File: config.mk
export PLATFORM = sky130hd
export DESIGN_NAME = cic_decimator
export DESIGN_NICKNAME = d
export VERILOG_FILES = /design/src/rtl/cic_pkg.sv /design/src/rtl/cic_integrator_chain.sv /design/src/rtl/cic_phase_counter.sv /design/src/rtl/cic_comb_chain.sv /design/src/rtl/cic_output_scaler.sv /design/src/rtl/cic_decimator.sv
export SDC_FILE = /design/constraint.sdc
export NUM_CORES = 1
export LEC_CHECK = 0
export BUFFER_PORTS_ARGS = -buffer_cell sky130_fd_sc_hd__buf_2
export CORE_MARGIN = 2
export CORE_UTILIZATION = 49
export CTS_BUF_LIST = sky130_fd_sc_hd__clkbuf_8
export DETAILED_ROUTE_END_ITERATION = 10
export GPL_ROUTABILITY_DRIVEN = 0
export PLACE_DENSITY = 0.63
export SLEW_MARGIN = 20
export SYNTH_ARGS = -nofsm -noshare
export SYNTH_HDL_FRONTEND = slang
export SYNTH_SLANG_ARGS = --single-unit
File: constraint.sdc
create_clock -name clk -period 8.1 [get_ports clk]
set_input_delay 1.215 -clock clk [delete_from_list [all_inputs] [get_ports clk]]
set_output_delay 1.215 -clock clk [all_outputs]
set_load 0.05 [all_outputs]
File: src/rtl/cic_pkg.sv
// Shared sizing helpers for the CIC decimator.
// Assumes the decimation factor is at least 2.
package cic_pkg;

    // Bit growth of a cascade of 'stages' sections decimating by 'dec'.
    function automatic int growth_bits(input int stages, input int dec);
        return stages * $clog2(dec);
    endfunction

endpackage

File: src/rtl/cic_integrator_chain.sv
// Cascade of running-sum stages clocked at the input sample rate.
// Each stage adds the registered value of the stage before it, so the chain
// is pipelined. The final stage lags by STAGES-1 accepted samples.
// Sums wrap in two's complement; the comb chain cancels the wrap.
module cic_integrator_chain #(
    parameter int IN_W   = 12,
    parameter int ACC_W  = 21,
    parameter int STAGES = 3
) (
    input  logic             clk,
    input  logic             rst_n,
    input  logic             en,
    input  logic [IN_W-1:0]  in_data,
    output logic [ACC_W-1:0] sum_out
);
    localparam int EXT_W = ACC_W - IN_W;

    logic [ACC_W-1:0] acc_q [STAGES];
    logic [ACC_W-1:0] in_ext;

    // Sign-extend the input sample to the accumulator width.
    assign in_ext = {{EXT_W{in_data[IN_W-1]}}, in_data};

    for (genvar k = 0; k < STAGES; k++) begin : g_stage
        logic [ACC_W-1:0] addend;
        if (k == 0) begin : g_first
            assign addend = in_ext;
        end else begin : g_next
            assign addend = acc_q[k-1];
        end

        // Accumulate on every accepted sample, cleared by reset.
        always_ff @(posedge clk) begin
            if (!rst_n)  acc_q[k] <= '0;
            else if (en) acc_q[k] <= acc_q[k] + addend;
        end
    end

    assign sum_out = acc_q[STAGES-1];
endmodule

File: src/rtl/cic_phase_counter.sv
// Counts accepted samples modulo DEC and issues a registered one-cycle tick
// after the edge that accepts the last sample of each group.
// Assumes DEC >= 2.
module cic_phase_counter #(
    parameter int DEC = 8
) (
    input  logic clk,
    input  logic rst_n,
    input  logic en,
    output logic tick
);
    localparam int CNT_W = $clog2(DEC);
    localparam logic [CNT_W-1:0] LAST = CNT_W'(DEC - 1);

    logic [CNT_W-1:0] phase_q;
    logic             tick_q;

    // Advance the phase on accepted samples and wrap at the group end.
    always_ff @(posedge clk) begin
        if (!rst_n) begin
            phase_q <= '0;
            tick_q  <= 1'b0;
        end else begin
            tick_q <= en && (phase_q == LAST);
            if (en) phase_q <= (phase_q == LAST) ? '0 : phase_q + 1'b1;
        end
    end

    assign tick = tick_q;
endmodule

File: src/rtl/cic_comb_chain.sv
// Cascade of differencing stages at the output rate, with a one-sample
// differential delay. The subtractors form one combinational chain, and
// the result is registered once together with its valid flag.
module cic_comb_chain #(
    parameter int ACC_W  = 21,
    parameter int STAGES = 3
) (
    input  logic             clk,
    input  logic             rst_n,
    input  logic             en,
    input  logic [ACC_W-1:0] in_word,
    output logic [ACC_W-1:0] out_word,
    output logic             out_valid
);
    logic [ACC_W-1:0] link  [STAGES+1];
    logic [ACC_W-1:0] dly_q [STAGES];
    logic [ACC_W-1:0] res_q;
    logic             vld_q;

    assign link[0] = in_word;

    for (genvar k = 0; k < STAGES; k++) begin : g_stage
        // Difference between this stage's input and its previous input.
        assign link[k+1] = link[k] - dly_q[k];

        // Remember this stage's input for the next decimated sample.
        always_ff @(posedge clk) begin
            if (!rst_n)  dly_q[k] <= '0;
            else if (en) dly_q[k] <= link[k];
        end
    end

    // Capture the chain result and flag it for one cycle.
    always_ff @(posedge clk) begin
        if (!rst_n) begin
            res_q <= '0;
            vld_q <= 1'b0;
        end else begin
            vld_q <= en;
            if (en) res_q <= link[STAGES];
        end
    end

    assign out_word  = res_q;
    assign out_valid = vld_q;
endmodule

File: src/rtl/cic_output_scaler.sv
// Removes the cascade's processing gain by keeping the top OUT_W bits of
// the internal word. This is an arithmetic shift right by ACC_W-OUT_W
// followed by truncation to OUT_W bits. Assumes OUT_W <= ACC_W.
module cic_output_scaler #(
    parameter int ACC_W = 21,
    parameter int OUT_W = 12
) (
    input  logic [ACC_W-1:0] wide_in,
    output logic [OUT_W-1:0] narrow_out
);
    assign narrow_out = wide_in[ACC_W-1 -: OUT_W];
endmodule

File: src/rtl/cic_decimator.sv
// CIC decimator top: integrators at the input rate, a decimation phase
// counter, combs at the output rate and a gain-normalising output slice.
// Assumes DEC is a power of two (needed for exact gain removal), DEC >= 2
// and OUT_W <= IN_W + STAGES*log2(DEC).
module cic_decimator #(
    parameter int IN_W   = 12,
    parameter int OUT_W  = 12,
    parameter int STAGES = 3,
    parameter int DEC    = 8
) (
    input  logic             clk,
    input  logic             rst_n,
    input  logic             in_valid,
    input  logic [IN_W-1:0]  in_data,
    output logic             out_valid,
    output logic [OUT_W-1:0] out_data
);
    localparam int GROW  = cic_pkg::growth_bits(STAGES, DEC);
    localparam int ACC_W = IN_W + GROW;

    logic [ACC_W-1:0] integ_sum;
    logic [ACC_W-1:0] comb_word;
    logic             dec_tick;

    cic_integrator_chain #(.IN_W(IN_W), .ACC_W(ACC_W), .STAGES(STAGES)) u_integ (
        .clk(clk), .rst_n(rst_n), .en(in_valid), .in_data(in_data), .sum_out(integ_sum)
    );

    cic_phase_counter #(.DEC(DEC)) u_phase (
        .clk(clk), .rst_n(rst_n), .en(in_valid), .tick(dec_tick)
    );

    cic_comb_chain #(.ACC_W(ACC_W), .STAGES(STAGES)) u_comb (
        .clk(clk), .rst_n(rst_n), .en(dec_tick), .in_word(integ_sum),
        .out_word(comb_word), .out_valid(out_valid)
    );

    cic_output_scaler #(.ACC_W(ACC_W), .OUT_W(OUT_W)) u_scale (
        .wide_in(comb_word), .narrow_out(out_data)
    );
endmodule

; After elaboration in Yosys (flattened, before gate mapping)
; Memory sizes are Yosys's and may differ from the RTL's.
; Cells that the tools add are included.
[totals]
register_bits = 26
mem_bits_rw = 126
in_bits = 15
wordCells = 35
mem_count = 2
[memory_table]
columns = memory, words, width, rd, rd_ports_with_merged_regs, write_ports, line
row1 = u_comb.dly_q, 3, 21, 3, 0, 3, cic_comb_chain.sv:16  ; logic [ACC_W-1:0] dly_q [STAGES];
row2 = u_integ.acc_q, 3, 21, 3, 0, 3, cic_integrator_chain.sv:18  ; logic [ACC_W-1:0] acc_q [STAGES];
[classes]
add_sub_neg = 7
n_eq_ne = 1
muxes = 14
bitwise = 6
n_reduce_logical = 1
[ops]
columns = operator, n
row1 = two-way mux 21 bit, 6
row2 = adder 21 bit, 3
row3 = subtractor 21 bit, 3
row4 = two-way mux 1 bit, 7
row5 = bitwise OR 1 bit, 6
row6 = "adder 3 x 1 -> 3 bit, second input constant", 1
row7 = "equality test 3 bit, second input constant", 1
row8 = two-way mux 3 bit, 1
row9 = logical AND 1 bit, 1

; Longest topological paths before layout
[depth]
depth_word = 4
depth_mapped = 28
mapped_depth_nobuf = 28

; Modules after synthesis
; A second synthesis with hierarchy kept.
[unflattened]
hier_cells = 1215
area_unflattened_um2 = 11526.1
[by_module_without_submodules]
columns = module, instances, cells_per_inst, area_per_inst_um2, seq_area_each_um2
row1 = cic_comb_chain, 1, 643, 6034.5, 2332.2
row2 = cic_integrator_chain, 1, 545, 5226.3, 1891.8
row3 = cic_phase_counter, 1, 15, 175.2, 80.1
row4 = cic_output_scaler, 1, 12, 90.1, 0.0

; Worst setup path before layout
; OpenSTA, ideal clock, no wires.
[synth_path]
path_type = register to register
startpoint = memory u_integ.acc_q[2][0]
endpoint = register u_comb.res_q[20], in the netlist u_comb.out_word[20]
setup_time_ns = 0.070
arrival_time_ns = 5.658
slack_ns = 2.372
path_stages_with_launch = 29
path_buffers = 0
synth_period_minus_slack_ns = 5.728
path_cell_list = edfxtp_1 > inv_1 > ha_1 > fa_1 > nor2b_4 > o2111a_1 > o31a_2 > o21a_1 > nor2_1 > xnor2_1 > ha_1 > o211ai_1 > nor2_1 > a211oi_1 > o21ai_0 > a311o_1 > a21oi_1 > xnor2_1 > ha_1 > a21oi_1 > o21ai_0 > a22oi_1 > o41ai_1 > or4_1 > a31oi_1 > o21bai_1 > a21oi_1 > xor3_1 > a21oi_1
[synth_rtl]
columns = element, line
row1 = start: declaration, cic_integrator_chain.sv:18
row2 = end signal: assignment, cic_comb_chain.sv:40  ; if (en) res_q <= link[STAGES];
row3 = end: declaration, cic_comb_chain.sv:17  ; logic [ACC_W-1:0] res_q;

==> summary.txt <==
Outcome
  – Status: complete, no violations

Critical path
  – Worst path slowest cell: or4_1
  – Crit path max-delay family: compound AO/OA/AOI/OAI gates
  – Reg2reg end: u_comb.out_word[20]
  – Critical Path RT: 8480 ps
  – CP arrival: between 6000 and 7000 ps
  – R2R Setup Slk: about 1800 ps
  – Crit path kind: flip-flop to flip-flop
  – Most used cell, CP: a21oi_1
  – Critical Path Max Stage Delay: 440 ps
  – WP buf/inv: 0
  – Crit path capture type: flip-flop
  – R2r startpoint: u_integ.acc_q[2][1]
  – CP max FO: 5
  – CP Launch Type: flip-flop
  – Reg2reg path depth: 27

Timing
  – Setup_tns: 0 ps
  – Slew headroom: 39.5%
  – Fmax: 0.158 GHz
  – RSZ-0062 raised after global routing: false
  – Tcrit/Tclk final: 78.1%
  – Max-slew violation count: 0
  – Endpoints failing setup: 0
  – Hold Violations, Final: 0
  – Time the worst path needs with I/O delays and setup: around 6300 ps
  – Clock Skews: 16.0 ps
  – Least-Margin Pin Slew: 906 ps
  – Final WS setup: 1780 ps

Hold path
  – HP Start: u_comb.out_word[10]
  – Worst Hold End: u_comb.out_word[10]
  – Hold Crit Depth: 2
  – Hold Crit Class: flip-flop to flip-flop

Logic synthesis
  – Seq/Total Area, Yosys: 39.7%
  – Distinct cells, synth: 62
  – Synth async-reset ratio: 0%
  – Synthesized area per cell: just under 10 µm²
  – Yosys warns: 0
  – Cell area after synthesis: 0.0104 mm²
  – EDFF count, synth: 126
  – Main synth FF type: edfxtp_1
  – Mapped Cells: 1062
  – #FFs+latches synth: 143
  – Syn nets: 1203

Route
  – Total number of vias: 7403
  – Vias per cell: 5.36
  – Drt wl/cell: 13.4 µm
  – WL final: 18500 µm
  – Antenna Nets Post-Route: 0
  – Detailed Route Iter0 Violations: 261
  – Pre-Repair DR Iteration Count: 4
  – Residual DRC: 0

Power
  – Static Leak: 5.01 nW
  – Clock share of power: 20.0%
  – Sequential Power Share: 33.9%
  – Int Power: 0.00167 W
  – Power Density: 236 mW/mm²
  – Combinational share of power: between 40% and 50%
  – Sw Pwr: about 0.00097 W
  – PnR Total Power: 0.00263 W
  – Switching power share of the total: 36.7%
  – Maximum vdd drop: 0.000107 V

Global route
  – Vias in the first global route: 6996
  – Largest net degree at the start of global routing: 64
  – Final global-route overflow total: 0
  – First-pass GRT wire length: 31800 µm
  – GRT Total Usage: 17.5%
  – Antenna violations before repair: 0

Place
  – Dpl ws: 1750 ps
  – Port Buf Inserts: 27
  – Detail Placement HPWL: 13500 µm
  – Placed cells: 1348

Clock tree
  – Clk slew on worst S/H paths: 80 ps
  – Clk_lat worst skew: 450 ps
  – CTS Root Cell: clkbuf_8
  – Number of buffers created by CTS: 17
  – CTS tree: built
  – Hold_buf cts: 0
  – Post-CTS Setup Repair Bufs: 0
  – Post-cts gate resize count: 0
  – Clock Sinks: about 140
  – CTS H-tree lvls: 4
  – Clk buf depth: 2

Flow run
  – Max-Cap Viols: 0

Floorplan
  – Core footprint: 0.0209 mm²
  – Initial core utilization: 49.7%
  – Die X: 150 µm
  – Die height: 150 µm
  – Cell Rows: 53
  – I/O Pins: 28
  – Die ar.: approximately 0.022 mm²

Final layout
  – Layout cells sized above 1: under 10%
  – Net count, final: 1233
  – Area Growth Syn to Fin: 7.66%
  – Antenna Diode Count: 0
  – Fillers: roughly 1900
  – Post-Layout Cell Count: around 1400
## how the worst max path moves through the flow
| stage | end | slack [ps] | startpoint | cells past startpoint |
|---|---|---|---|---|
| 2_1_floorplan | u_comb.out_word[20] | 2370 | u_integ.acc_q[2][0] | 28 |
| 3_3_place_gp | u_comb.out_word[20] | 1960 | u_integ.acc_q[2][1] | 27 |
| 3_5_place_dp | u_comb.out_word[20] | 1750 | u_integ.acc_q[2][1] | 27 |
| 4_1_cts | u_comb.out_word[20] | 1720 | u_integ.acc_q[2][1] | 27 |
| 5_1_grt | u_comb.out_word[20] | 1120 | u_integ.acc_q[2][1] | 27 |
| 6_report | u_comb.out_word[20] | 1780 | u_integ.acc_q[2][1] | 27 |
## flip-flops by register name, indices dropped and copies added, names as in the netlist
signal / count
u_integ.acc_q: 63
u_comb.out_word: 12
u_comb.dly_q: 63
u_phase.tick: 1
u_comb.out_valid: 1
u_phase.phase_q: 3
## cells in the mapped netlist (10+ instances only)
| library cell | instances | area, µm² |
|---|---|---|
| a21oi_1 | 87 | 435 |
| o31ai_1 | 10 | 75.1 |
| and2_1 | 40 | 250 |
| xnor2_1 | 52 | 455 |
| and3_1 | 37 | 231 |
| ha_1 | 121 | 1510 |
| o21ai_0 | 42 | 210 |
| nor2b_1 | 30 | 188 |
| nor2_1 | 85 | 319 |
| dfxtp_1 | 17 | 340 |
| edfxtp_1 | 126 | 3780 |
| inv_1 | 105 | 394 |
| xor2_1 | 27 | 236 |
| a21boi_0 | 10 | 75.1 |
| nand3_1 | 17 | 85.1 |
| a21o_1 | 32 | 240 |
| clkbuf_1 | 19 | 71.3 |
| nand2b_1 | 10 | 62.6 |
| nand2_1 | 43 | 161 |
| nor3_1 | 22 | 110 |
| mux2i_1 | 11 | 110 |
| o21a_1 | 15 | 113 |
## final cells by class
| class | count | area [µm²] | share of cell area (%) |
|---|---|---|---|
| clock buffers | 20 | 275 | 2.46 |
| inverters | 105 | 394 | 3.53 |
| flip-flops and latches | 143 | 4120 | 36.9 |
| well taps | 275 | 344 | 3.08 |
| multi-input cells | 794 | 5800 | 51.8 |
| clock inverters | 12 | 81.3 | 0.727 |
| repair buffers | 31 | 165 | 1.48 |
## cells by family after synthesis
family          after synthesis  share of synthesized area (%)
xor+xnor                     81                           7.05
buf+inv                     125                           4.52
mux                          11                           1.06
compound gates              257                           16.2
simple gates                319                           15.9
fa+ha+maj                   126                           15.5
flops                       143                           39.7
## tightest hold or removal path, delay by kind of cell, from the launching register on
kind             cells  cell delay (ps)
AO/OA/AOI/OAI        1               60
flip-flops           1              330
AND/OR/NAND/NOR      1               50
## layer usage
layer,GRT usage [%],share of wire (%),wire length [µm]
met1,22.3,48,8930
met2,30.6,48,8970
met3,3.20,2.2,402
met4,4.86,1.3,235
met5,0,0,0
## layout by cell type (no fill, tap or decap), drive strengths merged, types with 4 or more instances in the layout
cell / count
nor3: 22
fa: 5
inv: 110
buf: 31
nand2: 43
o21a: 15
mux2i: 11
xor2: 27
o21bai: 9
clkinv: 4
and3: 37
nand2b: 10
edfxtp: 126
a21boi: 11
o31ai: 10
o211ai: 4
clkbuf: 20
nand4: 7
and2: 40
dfxtp: 17
o21ai: 42
a21oi: 88
nor2: 85
ha: 121
a211oi: 5
or2: 8
or3: 5
a31oi: 5
nand3: 17
a21o: 32
nor3b: 6
nor2b: 31
xnor2: 53
## stage by stage
step	cell area, µm²	hold slack, ps	util, %
after detailed placement	10800	458	51.8
after CTS	11200	477	53.5
after global routing	11200	498	53.5
final	11200	468	53.5
after floorplan	10400	487	-
after global placement	10800	434	51.8
## power by group through the flow
stage | Clock, W | Sequential [W] | Combinational [W]
2_1_floorplan | 0 | 0.000898 | 0.00101
3_3_place_gp | 0 | 0.000909 | 0.00120
3_5_place_dp | 0 | 0.000912 | 0.00122
4_1_cts | 0.000545 | 0.000895 | 0.00122
5_1_grt | 0.000577 | 0.000901 | 0.00138
6_report | 0.000527 | 0.000894 | 0.00121
No activity file was read; power rests on OpenSTA's default activity.
